==> config.mk <==
export PLATFORM = sky130hd
export DESIGN_NAME = flash_cmd_unit
export DESIGN_NICKNAME = d
export VERILOG_FILES = /design/src/rtl/flash_cmd_pkg.sv /design/src/rtl/fcmd_ctrl.sv /design/src/rtl/fcmd_array.sv /design/src/rtl/flash_cmd_unit.sv
export SDC_FILE = /design/constraint.sdc
export NUM_CORES = 2
export LEC_CHECK = 0
export BUFFER_PORTS_ARGS = -buffer_cell sky130_fd_sc_hd__buf_2
export CORE_ASPECT_RATIO = 1.5
export CORE_MARGIN = 1.5
export CORE_UTILIZATION = 40
export CTS_CLUSTER_SIZE = 10
export DETAILED_ROUTE_END_ITERATION = 8
export HOLD_SLACK_MARGIN = 0.1
export SLEW_MARGIN = 20
export SYNTH_ARGS = -nofsm -noshare
export SYNTH_HDL_FRONTEND = slang
export SYNTH_SLANG_ARGS = --single-unit
==> constraint.sdc <==
create_clock -name clk -period 4.8 [get_ports clk]
set_clock_uncertainty 0.05 [all_clocks]
set_input_delay 0.72 -clock clk [delete_from_list [all_inputs] [get_ports clk]]
set_output_delay 0.72 -clock clk [all_outputs]
set_load 0.02 [all_outputs]
==> src/rtl/flash_cmd_pkg.sv <==
package flash_cmd_pkg;
  localparam int FLASH_AW = 17;
  localparam int SECT_LSB = 14;
  localparam int SECT_W = FLASH_AW - SECT_LSB;

  typedef enum logic [2:0] {
    RM_ARRAY, RM_ID, RM_PROG, RM_ERASE, RM_FAIL
  } readMode_t;

  typedef struct packed {
    logic doProgram;
    logic doErase;
    readMode_t rdMode;
    logic [FLASH_AW-1:0] tgtAddr;
    logic [7:0] tgtData;
  } ctrlStrobes_t;
endpackage

==> src/rtl/fcmd_ctrl.sv <==
module fcmd_ctrl
  import flash_cmd_pkg::*;
#(
  parameter int PROG_CYCLES = 16,
  parameter int ERASE_CYCLES = 32
) (
  input  logic clk,
  input  logic rstN,
  input  logic ceN,
  input  logic weN,
  input  logic [FLASH_AW-1:0] addr,
  input  logic [7:0] dqIn,
  input  logic progConflict,
  output ctrlStrobes_t strb
);
  localparam int MAX_CYC = (PROG_CYCLES > ERASE_CYCLES) ? PROG_CYCLES : ERASE_CYCLES;
  localparam int CNT_W = $clog2(MAX_CYC + 1);

  typedef enum logic [3:0] {
    S_READ, S_ID, S_UNL1, S_UNL2, S_PGM, S_ESET, S_EUNL1, S_EUNL2,
    S_BPROG, S_BERASE, S_FAIL
  } cmdState_t;

  cmdState_t state, stateNext;
  logic wrAct, wrActQ, wrCommit;
  logic [FLASH_AW-1:0] latchAddr;
  logic [CNT_W-1:0] busyCnt;
  logic [FLASH_AW-1:0] tgtAddr;
  logic [7:0] tgtData;
  logic isUnl1, isUnl2, atCmdAddr, isReset, busy;

  assign wrAct = !ceN && !weN;
  assign wrCommit = wrActQ && !wrAct;
  assign atCmdAddr = latchAddr[14:0] == 15'h5555;
  assign isUnl1 = atCmdAddr && dqIn == 8'hAA;
  assign isUnl2 = latchAddr[14:0] == 15'h2AAA && dqIn == 8'h55;
  assign isReset = dqIn == 8'hF0;
  assign busy = state == S_BPROG || state == S_BERASE;

  // Bus sampling: address on start of write overlap, data on its end
  always_ff @(posedge clk or negedge rstN) begin
    if (!rstN) begin
      wrActQ <= 1'b0;
      latchAddr <= '0;
    end else begin
      wrActQ <= wrAct;
      if (wrAct && !wrActQ) latchAddr <= addr;
    end
  end

  always_comb begin
    stateNext = state;
    unique case (state)
      S_READ, S_ID: if (wrCommit) begin
        if (isReset) stateNext = S_READ;
        else if (isUnl1) stateNext = S_UNL1;
        else stateNext = S_READ;
      end
      S_FAIL: if (wrCommit && isReset) stateNext = S_READ;
      S_UNL1: if (wrCommit) stateNext = isUnl2 ? S_UNL2 : S_READ;
      S_UNL2: if (wrCommit) begin
        stateNext = S_READ;
        if (atCmdAddr) begin
          case (dqIn)
            8'h90: stateNext = S_ID;
            8'hA0: stateNext = S_PGM;
            8'h80: stateNext = S_ESET;
            default: stateNext = S_READ;
          endcase
        end
      end
      S_PGM: if (wrCommit) stateNext = S_BPROG;
      S_ESET: if (wrCommit) stateNext = isUnl1 ? S_EUNL1 : S_READ;
      S_EUNL1: if (wrCommit) stateNext = isUnl2 ? S_EUNL2 : S_READ;
      S_EUNL2: if (wrCommit) stateNext = (dqIn == 8'h30) ? S_BERASE : S_READ;
      S_BPROG: if (busyCnt == '0) stateNext = progConflict ? S_FAIL : S_READ;
      S_BERASE: if (busyCnt == '0) stateNext = S_READ;
      default: stateNext = S_READ;
    endcase
  end

  always_ff @(posedge clk or negedge rstN) begin
    if (!rstN) begin
      state <= S_READ;
      busyCnt <= '0;
      tgtAddr <= '0;
      tgtData <= '0;
    end else begin
      state <= stateNext;
      if (busy && busyCnt != '0) busyCnt <= busyCnt - 1'b1;
      if (wrCommit && state == S_PGM) begin
        busyCnt <= CNT_W'(PROG_CYCLES - 1);
        tgtAddr <= latchAddr;
        tgtData <= dqIn;
      end
      if (wrCommit && state == S_EUNL2) begin
        busyCnt <= CNT_W'(ERASE_CYCLES - 1);
        tgtAddr <= latchAddr;
      end
    end
  end

  always_comb begin
    strb.doProgram = state == S_BPROG && busyCnt == '0;
    strb.doErase = state == S_BERASE && busyCnt == '0;
    strb.tgtAddr = tgtAddr;
    strb.tgtData = tgtData;
    unique case (state)
      S_ID: strb.rdMode = RM_ID;
      S_BPROG: strb.rdMode = RM_PROG;
      S_BERASE: strb.rdMode = RM_ERASE;
      S_FAIL: strb.rdMode = RM_FAIL;
      default: strb.rdMode = RM_ARRAY;
    endcase
  end

  // full unlock plus 0xA0 arms programming
  a_r3_prog_cmd: assert property (@(posedge clk) disable iff (!rstN)
    (state == S_UNL2 && wrCommit && atCmdAddr && dqIn == 8'hA0) |=> state == S_PGM);
  // mid-busy cycles keep the busy state whatever is written
  a_r11_busy_hold: assert property (@(posedge clk) disable iff (!rstN)
    (busy && busyCnt != '0) |=> state == $past(state));
  // failed state is left only through a 0xF0 write
  a_r12_fail_sticky: assert property (@(posedge clk) disable iff (!rstN)
    (state == S_FAIL && !(wrCommit && isReset)) |=> state == S_FAIL);
  // a broken unlock falls back to array read
  a_r13_bad_unlock: assert property (@(posedge clk) disable iff (!rstN)
    (state == S_UNL1 && wrCommit && !isUnl2) |=> state == S_READ);
endmodule

==> src/rtl/fcmd_array.sv <==
module fcmd_array
  import flash_cmd_pkg::*;
#(
  parameter int OFFS_W = 5
) (
  input  logic clk,
  input  logic rstN,
  input  logic ceN,
  input  logic oeN,
  input  logic weN,
  input  logic [FLASH_AW-1:0] addr,
  input  ctrlStrobes_t strb,
  output logic progConflict,
  output logic [7:0] dqOut,
  output logic dqOe
);
  localparam int IDX_W = SECT_W + OFFS_W;
  localparam int DEPTH = 1 << IDX_W;
  localparam int SECT_BYTES = 1 << OFFS_W;

  logic [7:0] mem [DEPTH];
  logic [IDX_W-1:0] rdIdx, tgtIdx;
  logic [SECT_W-1:0] eraseSec;
  logic rdAct, rdActQ, toggleBit, statusMode;
  logic [7:0] oldByte, statusByte;

  assign rdIdx = {addr[FLASH_AW-1:SECT_LSB], addr[OFFS_W-1:0]};
  assign tgtIdx = {strb.tgtAddr[FLASH_AW-1:SECT_LSB], strb.tgtAddr[OFFS_W-1:0]};
  assign eraseSec = strb.tgtAddr[FLASH_AW-1:SECT_LSB];
  assign oldByte = mem[tgtIdx];
  assign progConflict = |(strb.tgtData & ~oldByte);

  assign rdAct = !ceN && !oeN && weN;
  assign dqOe = rdAct;
  assign statusMode = strb.rdMode == RM_PROG || strb.rdMode == RM_ERASE ||
                      strb.rdMode == RM_FAIL;

  always_ff @(posedge clk or negedge rstN) begin
    if (!rstN) begin
      rdActQ <= 1'b0;
      toggleBit <= 1'b0;
    end else begin
      rdActQ <= rdAct;
      if (rdActQ && !rdAct && statusMode) toggleBit <= !toggleBit;
    end
  end

  always_ff @(posedge clk or negedge rstN) begin
    if (!rstN) begin
      for (int i = 0; i < DEPTH; i++) mem[i] <= 8'hFF;
    end else begin
      if (strb.doProgram) mem[tgtIdx] <= oldByte & strb.tgtData;
      if (strb.doErase) begin
        for (int i = 0; i < DEPTH; i++)
          if ((i / SECT_BYTES) == int'(eraseSec)) mem[i] <= 8'hFF;
      end
    end
  end

  always_comb begin
    statusByte = '0;
    statusByte[6] = toggleBit;
    unique case (strb.rdMode)
      RM_PROG: statusByte[7] = !strb.tgtData[7];
      RM_ERASE: statusByte[3] = 1'b1;
      RM_FAIL: begin
        statusByte[7] = !strb.tgtData[7];
        statusByte[5] = 1'b1;
      end
      default: ;
    endcase
  end

  always_comb begin
    unique case (strb.rdMode)
      RM_ID: begin
        if (addr[7:0] == 8'h00) dqOut = 8'h01;
        else if (addr[7:0] == 8'h01) dqOut = 8'h20;
        else dqOut = 8'h00;
      end
      RM_PROG, RM_ERASE, RM_FAIL: dqOut = statusByte;
      default: dqOut = mem[rdIdx];
    endcase
  end

  // each finished status read flips DQ6
  a_r9_toggle: assert property (@(posedge clk) disable iff (!rstN)
    (rdActQ && !rdAct && statusMode) |=> toggleBit != $past(toggleBit));
  // programming can only clear bits
  a_r6_and_only: assert property (@(posedge clk) disable iff (!rstN)
    strb.doProgram |=> mem[$past(tgtIdx)] == ($past(oldByte) & $past(strb.tgtData)));
  // erase leaves the first byte of the sector at 0xFF
  a_r7_erase_ff: assert property (@(posedge clk) disable iff (!rstN)
    strb.doErase |=> mem[{$past(eraseSec), OFFS_W'(0)}] == 8'hFF);
  // no drive while a write strobe is low
  a_r1_no_drive_on_write: assert property (@(posedge clk) disable iff (!rstN)
    !weN |-> !dqOe);
endmodule

==> src/rtl/flash_cmd_unit.sv <==
module flash_cmd_unit
  import flash_cmd_pkg::*;
#(
  parameter int OFFS_W = 5,
  parameter int PROG_CYCLES = 16,
  parameter int ERASE_CYCLES = 32
) (
  input  logic clk,
  input  logic rstN,
  input  logic ceN,
  input  logic oeN,
  input  logic weN,
  input  logic [16:0] addr,
  input  logic [7:0] dqIn,
  output logic [7:0] dqOut,
  output logic dqOe
);
  ctrlStrobes_t strb;
  logic progConflict;

  fcmd_ctrl #(.PROG_CYCLES(PROG_CYCLES), .ERASE_CYCLES(ERASE_CYCLES)) u_ctrl (
    .clk(clk), .rstN(rstN), .ceN(ceN), .weN(weN), .addr(addr), .dqIn(dqIn),
    .progConflict(progConflict), .strb(strb)
  );

  fcmd_array #(.OFFS_W(OFFS_W)) u_array (
    .clk(clk), .rstN(rstN), .ceN(ceN), .oeN(oeN), .weN(weN), .addr(addr),
    .strb(strb), .progConflict(progConflict), .dqOut(dqOut), .dqOe(dqOe)
  );
endmodule

==> results summary <==
The run finished, with violations left. The checks that failed: negative setup slack. The final cell area excluding filler cells came out at 0.132 mm^2. For this design the top-level I/O count stands at 39. The number of clock buffers inserted by TritonCTS is 238. For this design, the sink count on the clock tree is 2094. The maximum achievable frequency came out at 199 MHz. The critical path contains buffers and inverters numbering 5 combined.

The number of nets in the synthesized netlist is 9878. The final-layout worst hold slack is 0.143 ns. The core box area came out at 0.290 mm^2. The buffer depth of the longest clock path is 4. The number of distinct library cell variants in the gate-level netlist after synthesis is 77. The insertion delay to the later sink of the worst-skew pair is 0.95 ns.

The count of buffers added on input and output ports is 38. The share of the yosys chip area belonging to registers is 47.1%. The overall die width came out at 444 um. The y dimension of the die is 664 um.

CTS built an H-tree with a depth of 4. The initial antenna violation count is 37. The cell with the most instances after synthesis is nand2_1. The number of synthesized register bits is 2094. The final critical path takes up 105% of the cycle. The endpoint arrival time on the critical path is 4.25 ns. In the synthesized netlist the dominant register cell turns out to be dfstp_2. Routability-driven placement finished with a final weighted congestion of 1.02. The routed wire length per instance came out at 34.4 um. The final count of hold timing violations came out at 0. The worst setup path is captured at an output port. The total wire length came out at 472000 um. The static power due to leakage came out at 43.3 nW. The half-perimeter wire length after detailed placement came out at 326000 um. The total setup violations reported at the end of the flow came out at 403. The count of nets left with antenna violations after detail routing came out at 0. The floorplan die area came out at 0.295 mm^2. Clock-pin slew was measured on the worst setup and hold paths at 0.06 ns. The actual transition at the worst max-transition pin is 1.28 ns.

The total DRC errors in the routed layout came out at 0. The count of nets after finishing came out at 9875. The cell accounting for the most synthesized area is dfstp_2.

The average instance in the mapped netlist occupies 11.8 um^2. Counting flops with an async set or reset pin after synthesis yields a share of 100%. The warning count from the yosys run is 0.

The pre-CTS setup slack came out at -0.371 ns. The met3 layer wire length in the routed design came out at 41200 um. Along the worst path, the maximum fanout reaches 6. The layout-stage area growth over the synthesis result came out at 13.4%. The post-layout worst setup margin is -0.224 ns. Once the floorplan was initialized, standard cells occupied 40.2% of the core. The kind of critical path is in -> out. The data required time of the worst path is 4.03 ns. The detailed router used layers up to and including met5. The share of the core filled with cells came out at 45.6%. The tightest slew margin relative to the limit is 14.9%. The via count of the first global-routing pass is 92500. The global-route wire length before repair is 680000 um.

The cell that appears most often on the critical path is mux4_2. The CTS tree is yes. The number of DRC violations after detailed-routing iteration 0 is 12400. The share of post-route cells with drive strength above 1 is 43.9%. The number of synthesized flops with an enable pin is 0.

Setup repair after global routing could not meet its margin everywhere. The longest individual stage delay on the worst path is 0.76 ns. The tightest min-delay check is of the in -> async type. The via count normalized by instance count came out at 6.84.

Leaving out filler cells and counting taps, the final layout contains 13700. The total overflow reported by the global router came out at 0. Walking the worst path, the cells encountered are buf_16, buf_16, buf_16, buf_12, mux4_2, mux4_2, mux4_2, mux4_2, o21ai_1, o21ai_1, buf_4. Summing all placed instances gives a cell area of 0.125 mm^2. The number of inserted filler cells in the final layout is 25900. In this run the biggest area consumer among cell types represents 46.1% of the synthesized area.

The total met2 wirelength after detailed routing is 219000 um. The number of vias after detailed routing is 93600. The largest delay contributor family on the critical path is multiplexers.

The post-layout minimum cycle time is 5.02 ns. STA classifies the critical path startpoint as a primary input. The overall routing resource usage is 31.5%. The cell total after placement is 13300. The count of final max-slew check failures is 0. Sorting the synthesized cells by area gives the leading types as dfstp_2 (46%), mux4_2 (20%), o211ai_1 (13%), nand2_1 (7.8%), mux2i_1 (2.6%). The met1 routed wirelength after detailed routing came out at 157000 um. The number of max-capacitance violations reported is 0. The number of standard cells after synthesis is 9847. In this run the core area contains 242 standard-cell rows. The first-pass detailed-route iteration total is 8. Entering global routing, the biggest net connects 257 pins. After synthesis the cells add up to 0.117 mm^2. The worst voltage drop across the vdd grid came out at 0.270 mV.

The total power per unit cell area is 270 mW/mm^2. Counting instances in the post-synthesis netlist gives the leading cell types as nand2_1 (2431), dfstp_2 (2048), o211ai_1 (2030). On the critical path, the stage with the largest delay is an instance of mux4_2. The tree is rooted in a clkbuf_16.
==> cells by family (layout without fill, tap and decap cells) <==
kind of cell / Yosys count / count (layout) / synth area share (%)
and+or+nand+nor: 2747 / 2747 / 9.34
AOI/OAI and AO/OA: 2474 / 2474 / 15.9
buffers and inverters: 1119 / 1156 / 4.43
adders and majority gates: 1 / 1 / 0.0107
DFF: 2094 / 2094 / 47.1
xor gates and xnor gates: 6 / 6 / 0.0451
muxes: 1406 / 1406 / 23.2
other: 0 / 26 / 0
==> worst reg2reg max path, cell delays in order, from the launching register on <==
cell,delay (ns)
dfrtp_2,0.92
buf_4,0.31
nor2_4,0.09
nand2_1,0.56
a2111oi_0,0.21
buf_4,0.19
a31oi_1,0.88
o2111ai_1,0.27
buf_4,0.25
o22ai_1,0.24
inv_2,0.07
nand2_4,0.15
buf_12,0.21
buf_12,0.21
o211ai_1,0.15
==> area by class of cell <==
cell class	instances	area, um^2	share of cell area (%)
multi-input combinational	6634	56800	43.0
timing repair buffer	863	9250	6.99
inverter	13	48.8	0.0369
clock inverter	6	62.6	0.0473
clock buffer	274	6230	4.71
antenna	26	65.1	0.0492
tap	3782	4730	3.58
sequential	2094	55000	41.6
==> cell usage in the layout, fill, tap and decap left out, types with 12 or more instances in the layout <==
master	count
buf_12	190
mux4_2	1026
buf_16	14
o21ai_0	40
dlygate4sd3_1	19
nor2_1	58
o22ai_1	36
a221oi_1	35
nor3_2	12
a31oi_1	13
and3_1	15
a21oi_1	47
mux2i_1	304
nor3_1	19
buf_4	585
buf_6	18
nand3_1	77
o211ai_2	20
dfstp_2	2048
nor2b_1	15
nand4_1	37
diode_2	26
clkbuf_1	27
clkbuf_16	244
buf_2	32
nand2b_1	12
nand2_1	2420
mux2_2	76
a22oi_1	169
dfrtp_1	41
o211ai_1	2030
==> worst paths after layout <==
path,startpoint,cells past startpoint,slack [ns],to
hold reg to reg,u_array.toggleBit,1,0.42,u_array.toggleBit
min in group clk,dqIn[1],3,0.18,u_ctrl.tgtData[1]
max in group asynchronous,rstN,2,3.34,u_array.mem[103]
setup / recovery,addr[0],11,-0.22,dqOut[0]
setup reg to reg,u_ctrl.tgtAddr[3],14,-0.17,u_array.mem[119]
hold / removal,rstN,1,0.14,u_array.mem[910]
==> what timing repair did <==
item	4_1_cts	5_1_grt
pin swaps	1	2
gates cloned	3	2
gates resized for setup	27	21
hold buffers	19	0
hold endpoints to repair	18	0
endpoints found under the setup margin	8	34
buffers inserted	20	9
==> flip-flops by register name (all words and copies together) (netlist names) <==
register,count
u_ctrl.tgtAddr,8
u_array.toggleBit,1
u_ctrl.wrActQ,1
u_array.mem,2048
u_ctrl.latchAddr,17
u_array.rdActQ,1
u_ctrl.state,4
u_ctrl.tgtData,8
u_ctrl.busyCnt,6
==> routing by layer <==
layer,track usage (%),up-vias
met2,49.8,5931
met4,29.6,30
met5,0,-
li1,-,37700
met1,35.5,48100
met3,6.65,1850
==> per-stage QoR <==
step | power [mW] | setup TNS, ns
3_5_place_dp | 19.5 | -1.30
2_1_floorplan | 18.7 | 0
5_1_grt | 36.5 | -1.02
6_report | 35.6 | -27.32
4_1_cts | 35.8 | -0.164
3_3_place_gp | 19.5 | -1.12
==> power by group <==
group          internal, mW  switching, mW
registers              17.8         0.0669
logic                 0.555          0.903
clock network          8.94           7.35
total                  27.3           8.32
Note: power is estimated with default switching activity, not from simulation.
